==> config.mk <==
export PLATFORM = sky130hd
export DESIGN_NAME = exc_tracker
export DESIGN_NICKNAME = d
export VERILOG_FILES = /design/src/rtl/exc_pkg.sv /design/src/rtl/exc_stage_rec.sv /design/src/rtl/exc_cause_pick.sv /design/src/rtl/exc_tracker.sv
export SDC_FILE = /design/constraint.sdc
export NUM_CORES = 1
export LEC_CHECK = 0
export BUFFER_PORTS_ARGS = -buffer_cell sky130_fd_sc_hd__buf_2
export CELL_PAD_IN_SITES_DETAIL_PLACEMENT = 1
export CELL_PAD_IN_SITES_GLOBAL_PLACEMENT = 1
export CORE_MARGIN = 5
export CORE_UTILIZATION = 43
export DETAILED_ROUTE_END_ITERATION = 16
export HOLD_SLACK_MARGIN = 0.1
export PLACE_DENSITY_LB_ADDON = 0.25
export SLEW_MARGIN = 20
export SYNTH_ARGS = -nofsm -noshare
export SYNTH_HDL_FRONTEND = slang
export SYNTH_HIERARCHICAL = 1
export SYNTH_SLANG_ARGS = --single-unit
==> constraint.sdc <==
create_clock -name clk -period 2 [get_ports clk]
set_input_delay 0.1 -clock clk [delete_from_list [all_inputs] [get_ports clk]]
set_output_delay 0.1 -clock clk [all_outputs]
set_load 0.01 [all_outputs]
==> src/rtl/exc_pkg.sv <==
package exc_pkg;
  localparam int NCAUSE = 8;
  localparam int NREC   = 4;   // records: decode, execute, memory, writeback
  localparam int NFLT   = 3;   // fault strobes per memory-access stage

  typedef logic [NCAUSE-1:0] cause_t;

  localparam int C_IF_PAGE  = 0;
  localparam int C_IF_ALIGN = 1;
  localparam int C_IF_PROT  = 2;
  localparam int C_ID_ILL   = 3;
  localparam int C_EX_ARITH = 4;
  localparam int C_MEM_PAGE = 5;
  localparam int C_MEM_ALGN = 6;
  localparam int C_MEM_PROT = 7;
endpackage

==> src/rtl/exc_stage_rec.sv <==
module exc_stage_rec
  import exc_pkg::*;
#(
  parameter int PC_W = 32
) (
  input  logic            clk,
  input  logic            rst_n,
  input  logic            adv_i,
  input  logic            flush_i,
  input  logic            in_valid_i,
  input  logic [PC_W-1:0] in_pc_i,
  input  cause_t          in_vec_i,
  output logic            valid_o,
  output logic [PC_W-1:0] pc_o,
  output cause_t          vec_o
);
  logic            valid_d;
  logic [PC_W-1:0] pc_d;
  cause_t          vec_d;

  always_comb begin
    valid_d = valid_o;
    pc_d    = pc_o;
    vec_d   = vec_o;
    if (flush_i) begin
      valid_d = 1'b0;
      vec_d   = '0;
    end else if (adv_i) begin
      valid_d = in_valid_i;
      pc_d    = in_pc_i;
      vec_d   = in_valid_i ? in_vec_i : '0;
    end
  end

  always_ff @(posedge clk or negedge rst_n) begin
    if (!rst_n) begin
      valid_o <= 1'b0;
      pc_o    <= '0;
      vec_o   <= '0;
    end else begin
      valid_o <= valid_d;
      pc_o    <= pc_d;
      vec_o   <= vec_d;
    end
  end

  // a record that neither advances nor flushes keeps its contents
  assert_stall_hold_R10: assert property (@(posedge clk) disable iff (!rst_n)
    (!adv_i && !flush_i) |=> ($stable(vec_o) && $stable(valid_o) && $stable(pc_o)));
endmodule

==> src/rtl/exc_cause_pick.sv <==
module exc_cause_pick
  import exc_pkg::*;
(
  input  logic   rst_n,
  input  cause_t vec_i,
  output cause_t pick_o
);
  // isolate the lowest set bit: oldest stage wins within one instruction
  always_comb begin
    pick_o = vec_i & (~vec_i + cause_t'(1));
  end

  always_comb begin
    if (rst_n) begin
      assert_cause_onehot_R3: assert ($onehot0(pick_o) && ((vec_i == '0) == (pick_o == '0)))
        else $error("cause pick not one-hot");
    end
  end
endmodule

==> src/rtl/exc_tracker.sv <==
module exc_tracker
  import exc_pkg::*;
#(
  parameter int              PC_W       = 32,
  parameter logic [PC_W-1:0] HANDLER_PC = 32'h0000_0100
) (
  input  logic            clk,
  input  logic            rst_n,
  input  logic            stall_i,
  input  logic            if_valid_i,
  input  logic [PC_W-1:0] if_pc_i,
  input  logic [NFLT-1:0] if_fault_i,
  input  logic            id_illegal_i,
  input  logic            ex_arith_i,
  input  logic [NFLT-1:0] mem_fault_i,
  output logic            mem_write_ok_o,
  output logic            rf_write_ok_o,
  output logic            trap_o,
  output logic            flush_o,
  output cause_t          cause_o,
  output logic [PC_W-1:0] exc_pc_o,
  output logic            redirect_o,
  output logic [PC_W-1:0] redirect_pc_o
);
  localparam int WB  = NREC - 1;
  localparam int MEM = NREC - 2;

  // post[s]: faults detected by stage s (0 fetch, 1 decode, 2 execute, 3 memory)
  cause_t          post [NREC];
  logic            st_v  [NREC];
  logic [PC_W-1:0] st_pc [NREC];
  cause_t          st_vec[NREC];
  logic            src_v [NREC];
  logic [PC_W-1:0] src_pc[NREC];
  cause_t          src_vec[NREC];
  logic            adv   [NREC];
  logic            trap;
  logic            redirect_d;
  cause_t          pick;

  always_comb begin
    post[0] = {{(NCAUSE-NFLT){1'b0}}, if_fault_i};
    post[1] = '0;
    post[1][C_ID_ILL] = id_illegal_i;
    post[2] = '0;
    post[2][C_EX_ARITH] = ex_arith_i;
    post[3] = {mem_fault_i, {(NCAUSE-NFLT){1'b0}}};
  end

  genvar j;
  generate
    for (j = 0; j < NREC; j++) begin : g_rec
      if (j == 0) begin : g_src_if
        always_comb begin
          src_v[j]   = if_valid_i;
          src_pc[j]  = if_pc_i;
          src_vec[j] = if_valid_i ? post[j] : '0;
        end
      end else begin : g_src_rec
        always_comb begin
          src_v[j]   = st_v[j-1];
          src_pc[j]  = st_pc[j-1];
          src_vec[j] = st_vec[j-1] | (st_v[j-1] ? post[j] : '0);
        end
      end

      if (j == WB) begin : g_adv_wb
        // writeback always takes a new slot; a stall hands it a bubble
        assign adv[j] = 1'b1;
        exc_stage_rec #(.PC_W(PC_W)) u_rec (
          .clk(clk), .rst_n(rst_n), .adv_i(adv[j]), .flush_i(trap),
          .in_valid_i(src_v[j] && !stall_i), .in_pc_i(src_pc[j]),
          .in_vec_i(src_vec[j]),
          .valid_o(st_v[j]), .pc_o(st_pc[j]), .vec_o(st_vec[j]));
      end else begin : g_adv_pipe
        assign adv[j] = !stall_i;
        exc_stage_rec #(.PC_W(PC_W)) u_rec (
          .clk(clk), .rst_n(rst_n), .adv_i(adv[j]), .flush_i(trap),
          .in_valid_i(src_v[j]), .in_pc_i(src_pc[j]),
          .in_vec_i(src_vec[j]),
          .valid_o(st_v[j]), .pc_o(st_pc[j]), .vec_o(st_vec[j]));
      end
    end
  endgenerate

  exc_cause_pick u_pick (.rst_n(rst_n), .vec_i(st_vec[WB]), .pick_o(pick));

  always_comb begin
    trap           = st_v[WB] && (st_vec[WB] != '0);
    rf_write_ok_o  = st_v[WB] && (st_vec[WB] == '0);
    mem_write_ok_o = st_v[MEM] && (src_vec[WB] == '0) && !trap;
    trap_o         = trap;
    flush_o        = trap;
    cause_o        = trap ? pick : '0;
    exc_pc_o       = trap ? st_pc[WB] : '0;
    redirect_d     = trap;
    redirect_pc_o  = HANDLER_PC;
  end

  always_ff @(posedge clk or negedge rst_n) begin
    if (!rst_n) redirect_o <= 1'b0;
    else        redirect_o <= redirect_d;
  end

  assert_trap_single_R4: assert property (@(posedge clk) disable iff (!rst_n)
    trap_o |=> !trap_o);
  assert_redirect_after_trap_R9: assert property (@(posedge clk) disable iff (!rst_n)
    trap_o |=> redirect_o);
  assert_no_rf_on_trap_R6: assert property (@(posedge clk) disable iff (!rst_n)
    !(trap_o && rf_write_ok_o));
  assert_no_store_on_trap_R7: assert property (@(posedge clk) disable iff (!rst_n)
    trap_o |-> !mem_write_ok_o);
  assert_flush_clears_R8: assert property (@(posedge clk) disable iff (!rst_n)
    flush_o |=> (!st_v[0] && !st_v[1] && !st_v[2]));
endmodule

==> results of run 1 <==
-- final timing paths --
| check | end |
|---|---|
| max | g_rec[0].g_adv_pipe.u_rec/pc_o[15] |
| min | g_rec[3].g_adv_wb.u_rec/vec_o[6] |
| max reg2reg | g_rec[0].g_adv_pipe.u_rec/pc_o[15] |
| min reg2reg | g_rec[0].g_adv_pipe.u_rec/vec_o[7] |
| max in group asynchronous | g_rec[3].g_adv_wb.u_rec/pc_o[4] |
| min in group asynchronous | g_rec[1].g_adv_pipe.u_rec/pc_o[15] |
-- worst register-to-register path: stages (launching register included) --
cell and delay [ns]:
dfrtp_1 0.45, nor4_4 0.35, a21boi_4 0.10, buf_6 0.16, buf_12 0.14, nor2b_4 0.20, buf_6 0.18, buf_12 0.13
mux2_4 0.30
-- flip-flops by register name, indices dropped and copies added (netlist names) --
signal                          count
g_rec.g_adv_pipe.u_rec/pc_o        96
g_rec.g_adv_wb.u_rec/pc_o          32
g_rec.g_adv_pipe.u_rec/vec_o       24
g_rec.g_adv_pipe.u_rec/valid_o      3
redirect_o                          1
g_rec.g_adv_wb.u_rec/valid_o        1
g_rec.g_adv_wb.u_rec/vec_o          8
-- final cells by class --
type,count,area [um2]
diodes,1,2.50
clock buffers,20,467
clock inverters,12,176
fillers,1676,7470
inverters,1,3.75
multi-input cells,294,3170
flip-flops and latches,165,4130
well taps,225,282
repair buffers,175,1600
-- logic make-up (layout without fill, tap and decap cells) --
family                 Yosys count  after routing
muxes                          132            132
AOI/OAI and AO/OA               38             38
and+or+nand+nor                 84             84
DFF                            165            165
buffers and inverters           63            208
other                            2             41
-- per-stage QoR --
step | utilization | hold slack [ns] | instances | cell area [um2]
global route | 0.568 | 0.135 | 892 | 9820
floorplan | - | -0.196 | 522 | 7710
CTS | 0.555 | 0.105 | 881 | 9600
detailed placement | 0.474 | 0.0644 | 794 | 8190
global placement | 0.474 | 0.0609 | 794 | 8190
finish | 0.568 | 0.129 | 893 | 9820
-- report_power, final --
group          switching [uW]  internal, uW  leakage (uW)
Combinational            1000          2040       0.00259
Clock                    1330          2190      0.000300
Sequential                748          4380       0.00199
-- Yosys cell counts (all sizes together), types with 2 or more instances --
cell / n
mux2i: 4
nand2b: 4
a32o: 28
nor2b: 5
dfrtp: 165
nor4: 5
a21o: 5
and3: 2
a21oi: 4
conb: 2
nand3: 4
buf: 58
mux2: 128
and2: 44
nor2: 9
clkbuf: 4
and2b: 5
-- layer usage --
layer,part of all wire,up-vias
li1,-,1994
met1,0.40,2238
met2,0.54,112
met3,0.040,23
met4,0.019,0
met5,0,-
-- timing repair --
action | in CTS | in global routing
buffers inserted | 11 | 7
hold endpoints to repair | 206 | 0
hold buffers | 41 | 0
endpoints found under the setup margin | 121 | 173
pin swaps | 4 | 3
gates cloned | 3 | 6
resized for setup | 43 | 19
==> impl_results.md, run 1 <==
* CTS Buffer Depth at 2
* Clock Skew at 0.0104 ns
* Synth Area in XOR/XNOR at 0
* Mux contribution to synthesized area at 0.255
* Hold path start: mem_fault_i[1]
* Crit-path cells: nor4_4 > a21boi_4 > buf_6 > buf_12 > nor2b_4 > buf_6 > buf_12 > mux2_4
* # Max-Cap Violations at 0
* Top FF cell, synth: dfrtp_1
* Share of the synthesized area in the top cell type at 0.546
* Top cells by area, synth: dfrtp_1 (55%), mux2_4 (24%), a32o_1 (3.7%)
* Status: complete, but fails checks
* WL/cell at 18.7 um
* Area of the die at 20300 um2
* Number of global-route vias before repair at 4826
* Max VDD drop at 0.000676 V
* Complex-gate fraction of the synthesized area at 0.0461
* Stages on worst setup path at 8
* Final worst setup slack at -0.133 ns
* Number of buffers inserted by port buffering at 88
* Largest net degree at the start of global routing at 52
* Most common cell after layout, fill and taps aside: dfrtp_1
* GR peak layer: met2
* Post-synthesis sequential area ratio at 0.546
* Total gr overflow at 0
* Yosys warning total at 6
* Met2 Track Usage GR at 0.290
* Setup violations, final at 140
* Fin. max-slew vios at 0
* Via count at 4367
* RD Place Congestion at 0.743
* RSZ-0062 raised after global routing: true
* Antenna Nets Post-Route at 0
* Seq cells post-synth at 165
* CTS HTree Levels at 4
* P&R area growth vs syn at 29.8%
* Max transition margin at 0.653
* # DRC at 0
* Setup crit start kind: register
* IO Count at 121
* R2R cell count at 8
* Row cnt at 48
* Vias per cell at 4.89
* Worst-Margin Slew at 0.518 ns
* Routed WL at 16700 um
* Fmax at 0.469 GHz
* DRT iter0 DRCs at 149
* Starting Density at 0.437
* FF-to-FF Start: g_rec[3].g_adv_wb.u_rec/vec_o[4]
* Number of synthesized flops with an enable pin at 0
* Final cycle utilization of the critical path at 1.07
* Tmin final at 2.13 ns
* CP Max Fanout at 6
* Iteration count of the initial detailed-routing pass at 4
* Width of the die at 143 um
* CTS root buf: clkbuf_16
* First-pass GRT wire length at 26000 um
* Max incr delay on CP at 0.45 ns
* Core ar. at 17300 um2
* Clock buffer count from CTS at 17
* Clock Latency Late Sink at 0.43 ns
* Delay-heaviest family, CP: buffers and inverters
* Hold depth at 3
* Netlist Area Pre-Place at 7570 um2
* Layout cells sized above 1 at 0.520
* Final Hold Violating Endpoints at 0
* Failing checks: setup timing
* Dpl ws at -0.0367 ns
* Met3 Use GR at 0.0355
* Buf+Inv Stages, Crit Path at 4
* Hpwl dp at 10600 um
* Yosys cell types at 32
* Crit. Startpoint: g_rec[3].g_adv_wb.u_rec/vec_o[4]
* CP max stage cell: dfrtp_1
* Met1 usage at 0.196
* Class of the worst hold path: input pin to register
* Initial antenna violation count at 0
* Critical path data required time at 2.30 ns
* Largest family of logic cells by synthesized area: multiplexers
* Post-layout power at 11700 uW
* Reg2reg setup slack at -0.13 ns
* Post-synth ARST share at 1.00
* Most frequent cells in the layout: dfrtp_1 (165), mux2_4 (128), buf_2 (77)
* Nets at 698
* Synth Instances at 484
* WP data arrival at 2.44 ns
* CTS sink cnt at 165
* Worst setup EP type: register
* CTS tree: built
* Area leader, netlist: dfrtp_1
* Die H at 143 um
* Adder-cell share of the synthesized area at 0
* CP Class: register to register
* Pleak at 0.00488 uW
* Syn Area/Cell at 15.6 um2
* All-Layer GR Usage at 0.164
* Simple-gate share of the synthesized area at 0.0832
* Pwr/cell area at 1190 nW/um2
* Setup TNS at -8.28 ns
* CTS clk-pin slew, worst paths at 0.06 ns
Note: power is estimated with default switching activity, not from simulation.
==> run 2, diff against run 1 <==
Settings changed: GPL_ROUTABILITY_DRIVEN set to 0, SETUP_SLACK_MARGIN set to 0.4.
==> run 2 against run 1 <==
The flow still finishes with violations (setup timing). Setup slack gained 0.049 ns. Core utilization shrank 0.20 points. Maximum frequency grew 2.4%. Global-route usage grew 0.20 points. Critical path depth shrank 2. Sequential share of layout area grew 0.15 points. Clock power shrank 2%. Count of clock-buffer cells in the layout grew 1. Combinational power shrank 1%. Clock skew shrank 0.0012 ns. Cell area shrank 0.34%. Wire length shrank 2.1%. Critical endpoint is now g_rec[2].g_adv_pipe.u_rec/pc_o[26].
==> impl_results.md, run 2 (synthesis results as in run 1) <==
* P&R area growth vs syn at 29.4%
* FILL cells at 1653
* Initial antenna violation count at 0
* Hpwl dp at 10400 um
* Pleak at 0.00484 uW
* Status: complete, but fails checks
* Clock Power Share at 0.299
* Comb power frac at 0.260
* Antenna Nets Post-Route at 0
* RSZ-0062 raised after global routing: true
* Vias per cell at 4.83
* Clock Skew at 0.00913 ns
* Failing checks: setup timing
* Seq pwr share at 0.441
* Placed instance area at 8180 um2
* Setup violations, final at 133
* Via count at 4281
* Top Registers: g_rec.g_adv_pipe.u_rec/pc_o (96), g_rec.g_adv_wb.u_rec/pc_o (32), g_rec.g_adv_pipe.u_rec/vec_o (24)
* Core ar. at 17300 um2
* Final cycle utilization of the critical path at 1.04
* Number of buffers inserted by port buffering at 88
* Starting Density at 0.437
* CTS clk-pin slew, worst paths at 0.06 ns
* Worst setup EP type: register
* CTS HTree Levels at 4
* Post-layout power at 11600 uW
* First-pass GRT wire length at 26300 um
* # DRC at 0
* Nets at 694
* Critical path data required time at 2.30 ns
* Die H at 143 um
* All-Layer GR Usage at 0.166
* WL/cell at 18.4 um
* Most frequent cells in the layout: dfrtp_1 (165), mux2_4 (120), buf_2 (68)
* Int Power at 8570 uW
* Sw Ratio at 0.259
* Clock Latency Late Sink at 0.43 ns
* Routed WL at 16300 um
* Antenna diode count at 0
* # Max-Cap Violations at 0
* Max VDD drop at 0.000691 V
* CTS root buf: clkbuf_16
* DRT iter0 DRCs at 272
* Layout cells sized above 1 at 0.520
* CTS Buffer Depth at 2
* CTS sink cnt at 165
* Fin. max-slew vios at 0
* Design area at 9790 um2
* Width of the die at 143 um
* Total gr overflow at 0
* Area of the multi-input gates at 3160 um2
* Most common cell after layout, fill and taps aside: dfrtp_1
* Final Hold Violating Endpoints at 0
* IO Count at 121
* Row cnt at 48
* Iteration count of the initial detailed-routing pass at 4
* Pwr/cell area at 1180 nW/um2
* Tmin final at 2.08 ns
* Reg area at 4130 um2
* Class of the worst hold path: input pin to register
* Final worst setup slack at -0.0838 ns
* Biggest register: g_rec.g_adv_pipe.u_rec/pc_o
* Fmax at 0.480 GHz
* Dpl ws at 0.0386 ns
* CP Max Fanout at 21
* Largest net degree at the start of global routing at 63
* Area of the die at 20300 um2
* CTS tree: built
* Net switching power at 2990 uW
* Final Util at 0.566
* Clock buffer count from CTS at 17
* Number of global-route vias before repair at 4806
* WP data arrival at 2.39 ns
* CP Class: register to register
* Number of flip-flops in the largest register at 96
* Reg2reg setup slack at -0.08 ns
* Setup crit start kind: register
run 2: cell count changes in the layout (fill, tap and decap cells not counted), moves of 3 or more:
cell	previous run	this run
clkinvlp_4	5	1
mux2_2	0	8
clkbuf_16	22	19
buf_6	17	25
buf_12	14	9
mux2_4	128	120
buf_2	77	68
run 2: worst max-delay path, cell delays in order (launching register included):
cell      delay (ns)
dfrtp_1         0.43
nor4_4          0.41
a21boi_4        0.13
buf_4           0.20
nor2b_4         0.20
buf_12          0.22
mux2_2          0.36
run 2: power groups by stage:
stage	clock network, uW	logic (uW)	registers [uW]
2_1_floorplan	0	2320	4840
3_3_place_gp	0	2480	5070
3_5_place_dp	0	2590	5150
4_1_cts	3540	2930	5110
5_1_grt	3680	3210	5230
6_report	3460	3000	5100
run 2: cell type report:
class | count | area share
multi-input combinational | 294 | 0.323
inverter | 1 | 0.000383
timing repair buffer | 171 | 0.162
clock buffer | 21 | 0.0481
clock inverter | 9 | 0.0155
sequential | 165 | 0.422
tap | 225 | 0.0288
run 2: path summary, 6_finish.rpt:
check                                              startpoint                            endpoint  cells after the start
min in group asynchronous                               rst_n  g_rec[0].g_adv_pipe.u_rec/pc_o[18]                      2
min                                            mem_fault_i[0]    g_rec[3].g_adv_wb.u_rec/vec_o[5]                      4
min reg2reg                g_rec[0].g_adv_pipe.u_rec/vec_o[4]  g_rec[0].g_adv_pipe.u_rec/vec_o[4]                      1
max reg2reg                  g_rec[3].g_adv_wb.u_rec/vec_o[5]  g_rec[2].g_adv_pipe.u_rec/pc_o[26]                      6
max                          g_rec[3].g_adv_wb.u_rec/vec_o[5]  g_rec[2].g_adv_pipe.u_rec/pc_o[26]                      6
max in group asynchronous                               rst_n   g_rec[2].g_adv_pipe.u_rec/pc_o[4]                      3
run 2: stage by stage:
stage	hold slack, ns	std cells	TNS [ns]
6_report	0.119	886	-4.85
2_1_floorplan	-0.196	522	0
3_5_place_dp	0.0488	791	0
4_1_cts	0.105	878	-0.519
3_3_place_gp	0.0464	791	0
5_1_grt	0.140	886	-14.70
run 2: timing repair:
| item | 4_1_cts | 5_1_grt |
|---|---|---|
| endpoints found under the setup margin | 201 | 206 |
| gates resized for setup | 46 | 9 |
| endpoints found under the hold margin | 206 | 0 |
| gates cloned | 5 | 2 |
| buffers inserted | 11 | 6 |
| pin swaps | 11 | 8 |
| hold buffers | 41 | 0 |
run 2: per-layer routing:
layer,vias up,GRT usage,share of wire
met5,-,0,0
met4,0,0.0605,0.017
met3,24,0.0425,0.044
met2,115,0.285,0.51
met1,2181,0.201,0.43
li1,1961,-,-
==> run 3, diff against run 2 <==
Settings changed: ABC_CLOCK_PERIOD_IN_PS set to 2000, SETUP_SLACK_MARGIN 0.4 to 0.5.
==> run 3 against run 2 <==
The flow still finishes with violations (setup timing). Core utilization is the same. Clock power is essentially flat. Largest cell class unchanged. Power is essentially flat. Via count is essentially flat. Non-clock buffer count is the same. Combinational power is essentially flat.
==> impl_results.md, run 3 (synthesis results as in run 1) <==
* Critical path data required time at 2.30 ns
* # DRC at 0
* CTS sink cnt at 165
* Fin. max-slew vios at 0
* Setup crit start kind: register
* Antenna Nets Post-Route at 0
* Clock Skew at 0.00844 ns
* Via count at 4282
* CP Class: register to register
* Core ar. at 17300 um2
* Total gr overflow at 0
* Vias per cell at 4.83
* # Max-Cap Violations at 0
* Final Util at 0.566
* Fmax at 0.480 GHz
* Layout cells sized above 1 at 0.520
* Clock buffer count from CTS at 17
* FILL cells at 1649
* Delay-heaviest family, CP: simple AND/OR/NAND/NOR gates
* CP max stage cell: dfrtp_1
* Routed WL at 16300 um
* Tmin final at 2.08 ns
* CTS clk-pin slew, worst paths at 0.06 ns
* Starting Density at 0.437
* Final Hold Violating Endpoints at 0
* Setup violations, final at 127
* Number of global-route vias before repair at 4806
* Die H at 143 um
* Most frequent cells in the layout: dfrtp_1 (165), mux2_4 (120), buf_2 (68)
* CTS root buf: clkbuf_16
* Area of the multi-input gates at 3160 um2
* Class of the worst hold path: input pin to register
* Reg area at 4130 um2
* Top Registers: g_rec.g_adv_pipe.u_rec/pc_o (96), g_rec.g_adv_wb.u_rec/pc_o (32), g_rec.g_adv_pipe.u_rec/vec_o (24)
* CTS Buffer Depth at 2
* WHS at 0.122 ns
* DRT iter0 DRCs at 283
* Row cnt at 48
* Pleak at 0.00483 uW
* Initial antenna violation count at 0
* Max incr delay on CP at 0.43 ns
* Most common cell after layout, fill and taps aside: dfrtp_1
* Buf+Inv Stages, Crit Path at 2
* Hpwl dp at 10400 um
* WP data arrival at 2.39 ns
* Setup TNS at -4.43 ns
* Area of the die at 20300 um2
* All-Layer GR Usage at 0.166
* CTS tree: built
* Status: complete, but fails checks
* Post-layout power at 11600 uW
* Number of buffers inserted by port buffering at 88
* Final worst setup slack at -0.0816 ns
* Crit-path cells: nor4_4 > a21boi_4 > buf_4 > nor2b_4 > buf_12 > mux2_2
* Biggest register: g_rec.g_adv_pipe.u_rec/pc_o
* WL/cell at 18.4 um
* Iteration count of the initial detailed-routing pass at 4
* IO Count at 121
* Worst setup EP type: register
* Nets at 694
* Max VDD drop at 0.000691 V
* Antenna diode count at 0
* P&R area growth vs syn at 29.4%
* Clock Latency Late Sink at 0.42 ns
* Largest net degree at the start of global routing at 63
* CP Max Fanout at 21
* RSZ-0062 raised after global routing: true
* Final cycle utilization of the critical path at 1.04
* CTS HTree Levels at 4
* Width of the die at 143 um
* Pwr/cell area at 1180 nW/um2
* First-pass GRT wire length at 26300 um
* Failing checks: setup timing
* Number of flip-flops in the largest register at 96
run 3: worst paths after layout:
check	cells past startpoint	slack [ns]	startpoint	endpoint
worst max-delay path	6	-0.08	g_rec[3].g_adv_wb.u_rec/vec_o[5]	g_rec[2].g_adv_pipe.u_rec/pc_o[26]
worst min-delay path	4	0.12	mem_fault_i[0]	g_rec[3].g_adv_wb.u_rec/vec_o[5]
worst max register to register	6	-0.08	g_rec[3].g_adv_wb.u_rec/vec_o[5]	g_rec[2].g_adv_pipe.u_rec/pc_o[26]
worst min register to register	1	0.50	g_rec[1].g_adv_pipe.u_rec/vec_o[4]	g_rec[1].g_adv_pipe.u_rec/vec_o[4]
max in group asynchronous	3	1.15	rst_n	g_rec[1].g_adv_pipe.u_rec/vec_o[5]
min in group asynchronous	2	0.17	rst_n	g_rec[0].g_adv_pipe.u_rec/pc_o[18]
run 3: worst min-delay path: cells and delay by family:
family	cells	cell delay [ns]
compound gates	2	0.23
buf+inv	1	0.11
simple gates	1	0.07
run 3: timing repair:
| item | 4_1_cts | 5_1_grt |
|---|---|---|
| gates cloned | 5 | 2 |
| hold buffers | 41 | 0 |
| gates resized for setup | 47 | 8 |
| buffers inserted | 11 | 6 |
| hold endpoints to repair | 206 | 0 |
| pin swaps | 11 | 8 |
| setup endpoints to repair | 209 | 206 |
run 3: cell type report:
type,count,share of cell area
flip-flops and latches,165,0.422
multi-input cells,294,0.323
repair buffers,171,0.162
clock buffers,21,0.0481
well taps,225,0.0288
clock inverters,9,0.0155
inverters,1,0.000383
run 3: through the flow:
step / instances / setup slack (ns) / instance area [um2]
floorplan: 522 / 0.102 / 7830
global placement: 791 / 0.0867 / 8180
detailed placement: 791 / 0.0386 / 8180
CTS: 878 / -0.0391 / 9670
global route: 886 / -0.177 / 9790
finish: 886 / -0.0816 / 9790
run 3: power breakdown:
part	internal (uW)	total (uW)	leakage [uW]	switching, uW
sequential	4380	5090	0.00199	718
combinational	2020	3010	0.00254	986
clock	2170	3460	0.000305	1290
total	8570	11600	0.00483	2990
run 3: routing by layer:
layer	GRT usage	routed length (um)
met5	0	0
met4	0.0605	286
met3	0.0425	725
met2	0.285	8320
met1	0.201	6990
